**config.mk**
```make
export PLATFORM = sky130hd
export DESIGN_NAME = win_xlate
export DESIGN_NICKNAME = d
export VERILOG_FILES = /design/src/rtl/win_xlate_pkg.sv /design/src/rtl/win_xlate_ctrl.sv /design/src/rtl/win_xlate_dpath.sv /design/src/rtl/win_xlate.sv
export SDC_FILE = /design/constraint.sdc
export NUM_CORES = 1
export LEC_CHECK = 0
export BUFFER_PORTS_ARGS = -buffer_cell sky130_fd_sc_hd__buf_2
export CAP_MARGIN = 25
export CORE_MARGIN = 2
export CORE_UTILIZATION = 50
export CTS_CLUSTER_SIZE = 14
export DETAILED_ROUTE_END_ITERATION = 7
export GPL_TIMING_DRIVEN = 1
export MAX_ROUTING_LAYER = met4
export PLACE_DENSITY = 0.67
export SLEW_MARGIN = 15
export SYNTH_ARGS = -nofsm -noshare
export SYNTH_HDL_FRONTEND = slang
export SYNTH_SLANG_ARGS = --single-unit
export TNS_END_PERCENT = 100
```
**constraint.sdc**
```tcl
create_clock -name clk -period 3.2 [get_ports clk]
set_input_delay 0.32 -clock clk [delete_from_list [all_inputs] [get_ports clk]]
set_output_delay 0.32 -clock clk [all_outputs]
set_load 0.05 [all_outputs]
```
**src/rtl/win_xlate_pkg.sv**
```systemverilog
package win_xlate_pkg;
  // Per-cycle strobes from control to datapath
  typedef struct packed {
    logic wrLo;   // write low word of a window
    logic wrHi;   // write high word of a window
    logic load;   // capture a lookup into the output stage
    logic rdGo;   // capture control read data
  } xlateStrobe_t;
endpackage

```
**src/rtl/win_xlate_ctrl.sv**
```systemverilog
module win_xlate_ctrl
  import win_xlate_pkg::*;
(
  input  logic         clk,
  input  logic         rstN,
  input  logic         reqValid,
  input  logic         outReady,
  input  logic         cfgWrite,
  input  logic         cfgRead,
  input  logic         cfgHalf,
  output logic         reqReady,
  output logic         outValid,
  output logic         cfgRvalid,
  output xlateStrobe_t strobe
);
  logic outValidQ;
  logic rvalidQ;
  logic advance;

  assign advance = !outValidQ || outReady;

  always_comb begin
    strobe.wrLo = cfgWrite && !cfgHalf;
    strobe.wrHi = cfgWrite && cfgHalf;
    strobe.load = reqValid && advance;
    strobe.rdGo = cfgRead;
  end

  always_ff @(posedge clk or negedge rstN) begin
    if (!rstN) begin
      outValidQ <= 1'b0;
      rvalidQ   <= 1'b0;
    end else begin
      if (advance) outValidQ <= reqValid;
      rvalidQ <= cfgRead;
    end
  end

  assign reqReady  = advance;
  assign outValid  = outValidQ;
  assign cfgRvalid = rvalidQ;
endmodule

```
**src/rtl/win_xlate_dpath.sv**
```systemverilog
module win_xlate_dpath
  import win_xlate_pkg::*;
#(
  parameter int IN_AW     = 32,
  parameter int OUT_AW    = 64,
  parameter int PASS_BITS = 20,
  parameter int IDX_BITS  = 4,
  parameter int SPACE_W   = 2,
  parameter int CTRL_W    = 32
) (
  input  logic                clk,
  input  logic                rstN,
  input  xlateStrobe_t        strobe,
  input  logic [IN_AW-1:0]    reqAddr,
  input  logic [IDX_BITS:0]   cfgAddr,
  input  logic [CTRL_W-1:0]   cfgWdata,
  output logic [OUT_AW-1:0]   outAddr,
  output logic [SPACE_W-1:0]  outSpace,
  output logic [CTRL_W-1:0]   cfgRdata
);
  localparam int ENTRIES = 1 << IDX_BITS;
  localparam int HI_W    = OUT_AW - PASS_BITS;   // bits from the table
  localparam int LO_F    = CTRL_W - PASS_BITS;   // table bits held in low word
  localparam int UP_F    = HI_W - LO_F;          // table bits held in high word
  localparam int GAP_W   = PASS_BITS - SPACE_W;  // low word bits reading zero

  logic [HI_W-1:0]    tblHi [ENTRIES];
  logic [SPACE_W-1:0] tblSp [ENTRIES];

  logic [IDX_BITS-1:0] lkIdx;
  logic [IDX_BITS-1:0] cfgIdx;
  logic                cfgHalf;
  logic                unusedReqHigh;

  assign lkIdx         = reqAddr[PASS_BITS +: IDX_BITS];
  assign cfgIdx        = cfgAddr[IDX_BITS:1];
  assign cfgHalf       = cfgAddr[0];
  assign unusedReqHigh = ^reqAddr[IN_AW-1:PASS_BITS+IDX_BITS];

  // Window table
  always_ff @(posedge clk or negedge rstN) begin
    if (!rstN) begin
      for (int e = 0; e < ENTRIES; e++) begin
        tblHi[e] <= '0;
        tblSp[e] <= '0;
      end
    end else begin
      for (int e = 0; e < ENTRIES; e++) begin
        if (cfgIdx == IDX_BITS'(e)) begin
          if (strobe.wrLo) begin
            tblHi[e][LO_F-1:0] <= cfgWdata[CTRL_W-1:PASS_BITS];
            tblSp[e]           <= cfgWdata[SPACE_W-1:0];
          end
          if (strobe.wrHi) tblHi[e][HI_W-1:LO_F] <= cfgWdata[UP_F-1:0];
        end
      end
    end
  end

  // Output stage: table upper bits joined to untouched low bits
  always_ff @(posedge clk or negedge rstN) begin
    if (!rstN) begin
      outAddr  <= '0;
      outSpace <= '0;
    end else if (strobe.load) begin
      outAddr  <= {tblHi[lkIdx], reqAddr[PASS_BITS-1:0]};
      outSpace <= tblSp[lkIdx];
    end
  end

  // Control read-back
  always_ff @(posedge clk or negedge rstN) begin
    if (!rstN) begin
      cfgRdata <= '0;
    end else if (strobe.rdGo) begin
      if (cfgHalf)
        cfgRdata <= CTRL_W'(tblHi[cfgIdx][HI_W-1:LO_F]);
      else
        cfgRdata <= {tblHi[cfgIdx][LO_F-1:0], {GAP_W{1'b0}}, tblSp[cfgIdx]};
    end
  end
endmodule

```
**src/rtl/win_xlate.sv**
```systemverilog
module win_xlate
  import win_xlate_pkg::*;
#(
  parameter int IN_AW     = 32,
  parameter int OUT_AW    = 64,
  parameter int PASS_BITS = 20,
  parameter int IDX_BITS  = 4,
  parameter int SPACE_W   = 2,
  parameter int CTRL_W    = 32
) (
  input  logic               clk,
  input  logic               rstN,
  input  logic               reqValid,
  output logic               reqReady,
  input  logic [IN_AW-1:0]   reqAddr,
  output logic               outValid,
  input  logic               outReady,
  output logic [OUT_AW-1:0]  outAddr,
  output logic [SPACE_W-1:0] outSpace,
  input  logic               cfgWrite,
  input  logic               cfgRead,
  input  logic [IDX_BITS:0]  cfgAddr,
  input  logic [CTRL_W-1:0]  cfgWdata,
  output logic               cfgRvalid,
  output logic [CTRL_W-1:0]  cfgRdata
);
  xlateStrobe_t strobe;

  win_xlate_ctrl u_ctrl (
    .clk       (clk),
    .rstN      (rstN),
    .reqValid  (reqValid),
    .outReady  (outReady),
    .cfgWrite  (cfgWrite),
    .cfgRead   (cfgRead),
    .cfgHalf   (cfgAddr[0]),
    .reqReady  (reqReady),
    .outValid  (outValid),
    .cfgRvalid (cfgRvalid),
    .strobe    (strobe)
  );

  win_xlate_dpath #(
    .IN_AW     (IN_AW),
    .OUT_AW    (OUT_AW),
    .PASS_BITS (PASS_BITS),
    .IDX_BITS  (IDX_BITS),
    .SPACE_W   (SPACE_W),
    .CTRL_W    (CTRL_W)
  ) u_dpath (
    .clk      (clk),
    .rstN     (rstN),
    .strobe   (strobe),
    .reqAddr  (reqAddr),
    .cfgAddr  (cfgAddr),
    .cfgWdata (cfgWdata),
    .outAddr  (outAddr),
    .outSpace (outSpace),
    .cfgRdata (cfgRdata)
  );
endmodule

```
==> qor.txt <==
Share of cells above drive strength 1 -> 0.535
Most frequent cells in the layout -> dfrtp_1, mux2_2, mux4_2
Largest net degree at the start of global routing -> 72
IO Count -> 176
Hold Crit Class -> input port to flop
Max Fanout on Critical Path -> 65
Yosys top cell by area -> dfrtp_1
Highest Clock Rate -> 432 MHz
Run status -> finished clean
Initial antenna violation count -> 11
DRC marker count from the first detailed-route iteration -> 2,102
Min-delay src -> outReady
Routed Antenna Nets -> 0
Library cells used by synthesis -> 27
Global route total overflow -> 0
Crit path largest cell delay -> 950 ps
Critical Path RT -> 3780 ps
CTS tree -> built
FP Rows -> 107
DR WL/cell -> 29.2 microns
Final Setup Violations -> 0
Postcts setup bufs -> 0
First-pass GRT wire length -> 182,000 microns
Worst Setup SP -> cfgAddr[2]
Core area -> 0.0847 sq mm
Clk sinks -> 836
Die Y -> 296 microns
Mapped Avg Cell Area -> 15.4 sq um
Vias -> 26,686
Nets -> 2,984
Via-per-instance ratio -> 6.45
Port Buffers -> 167
Commonest non-fill, non-tap cell in the layout -> dfrtp_1
Final Routed Wirelength -> 121,000 microns
DIE AREA -> 0.0876 sq mm
Flops & latches, synth -> 836
Crit path max-delay family -> simple AND/OR/NAND/NOR gates
Final hold violations -> 0
Clock transition at path regs -> 60 ps
Sequential share of the synthesized area -> 0.491
Reg2reg end -> u_dpath.cfgRdata[21]
CP startpoint kind -> input port
Layout fillers -> 6,551
Clock Latency Late Sink -> 650 ps
Ys Warns -> 0
Reg2Reg Depth -> 5
Total Routing Usage GR -> 0.289
Max-cap violation count -> 0
Top cells by area, synth -> dfrtp_1, mux2_2, mux4_2
Leak -> 21.5 nW
Final setup margin -> 884 ps
Slew Viols, Final -> 0
Cell depth of the worst hold path -> 3
Setup_tns -> 0 ps
Starting Density -> 0.503
CP Class -> input port to flop
Hold EP -> u_ctrl.outValid
Number of global-route vias before repair -> 28,528
Post-synth net total -> 2,837
Area grow syn2layout -> 14.2%
Post-route minimum period -> 2320 ps
TritonRoute pass-1 iters -> 6
Crit path DAT -> 2900 ps
PostCTS Resize Cnt -> 0
Final GP Congestion -> 0.823
Worst Path Buf+Inv -> 2
CP Capture Type -> flop
PD cells -> 660 mW/mm^2
Mapped Cells -> 2,762
RR Startpoint -> u_dpath.tblHi[133]
Slew @ Worst Pin -> 1090 ps
Die extent in x -> 296 microns
Synth top area share -> 0.491
Reg2Reg Setup Slack -> 1020 ps
Worst-case clock skew -> 13.2 ps
CTS buffer count -> 88
Relative slew slack -> 0.264
DRC -> 0
Buffer depth of the longest clock path -> 3
Part of the cycle the worst path needs -> 0.724
Pre-CTS WS -> 297 ps
RSZ-0062 raised after global routing -> false
Synthesized area -> 0.0426 sq mm
CP max-delay cell -> nor4_1
CTS Root Cell -> clkbuf_16
Worst vdd ir -> 0.452 mV
CP cell instances -> buf_8, buf_12, mux2i_1, a22oi_1, a21oi_1, nor4_1, mux2_2
H-tree depth -> 3
Hpwl dp -> 74,200 microns
==> flip-flops by register name, summed over array words and instances (netlist names) <==
signal,cells
u_dpath.tblSp,32
u_ctrl.outValid,1
u_dpath.outSpace,2
u_dpath.cfgRdata,32
u_ctrl.cfgRvalid,1
u_dpath.tblHi,704
u_dpath.outAddr,64
==> kinds of logic after synthesis <==
| group | synth area share |
|---|---|
| muxes | 0.437 |
| DFF | 0.491 |
| buffers and inverters | 0.0317 |
| AOI/OAI and AO/OA | 0.0284 |
| and+or+nand+nor | 0.0113 |
==> how the worst max path moves through the flow <==
stage | endpoint | cells after the start
after CTS | u_dpath.tblHi[37] | 6
after global routing | u_dpath.cfgRdata[30] | 8
after global placement | u_dpath.cfgRdata[21] | 7
after floorplan | u_dpath.outAddr[24] | 5
after detailed placement | u_dpath.tblHi[37] | 6
final | u_dpath.cfgRdata[21] | 7
==> metal layers <==
metal | routed length, microns | vias to the layer above | track usage
li1 | - | 10946 | -
met1 | 48400 | 14428 | 0.367
met2 | 60100 | 1013 | 0.469
met3 | 7190 | 299 | 0.0426
met4 | 5060 | 0 | 0.119
met5 | 0 | - | -
==> metrics by stage <==
| stage | hold slack [ps] | instance area (sq um) | util | power [mW] | instances |
|---|---|---|---|---|---|
| detailed placement | 354 | 45400 | 0.536 | 21.7 | 3941 |
| finish | 57.7 | 48600 | 0.574 | 32.1 | 4135 |
| floorplan | 24.4 | 42600 | - | 19.4 | 2762 |
| global route | 63.4 | 48600 | 0.574 | 33.5 | 4132 |
| CTS | 22.0 | 48600 | 0.574 | 32.3 | 4124 |
| global placement | 336 | 45400 | 0.536 | 21.2 | 3941 |
==> worst min-delay path: cells and delay by family <==
family	cells	cell delay, ps
buffers and inverters	1	80
AND/OR/NAND/NOR	2	260
==> cell type report <==
class	count	area, sq um	share of cell area
Sequential cell	836	20900	0.430
Clock inverter	24	308	0.00633
Tap cell	1144	1430	0.0294
Inverter	18	67.6	0.00139
Antenna cell	11	27.5	0.000566
Timing Repair Buffer	327	2690	0.0554
Multi-Input combinational cell	1638	20500	0.421
Clock buffer	137	2700	0.0555
==> where the power goes <==
group | internal (mW) | switching (mW)
logic | 3.79 | 3.48
clock network | 6.21 | 4.33
registers | 12.7 | 1.57
total | 22.7 | 9.39
==> cell usage after synthesis, drive strengths merged <==
library cell and number:
a21oi 56, and2 2, buf 145, mux2i 224, mux4 320, nor2 14, mux2 816, nand2b 7
nor3b 2, nor3 6, a22oi 112, clkbuf 125, nor4 16, nand4b 3, o21ai 18, or2 1
inv 18, nor2b 6, nand2 34, nand4 1, dfrtp 836
==> repair_timing <==
| item | in CTS | in global routing |
|---|---|---|
| setup endpoints to repair | 0 | 0 |
| endpoints found under the hold margin | 81 | 0 |
| hold buffers | 22 | 0 |
Power figures use the tool's default switching activity.
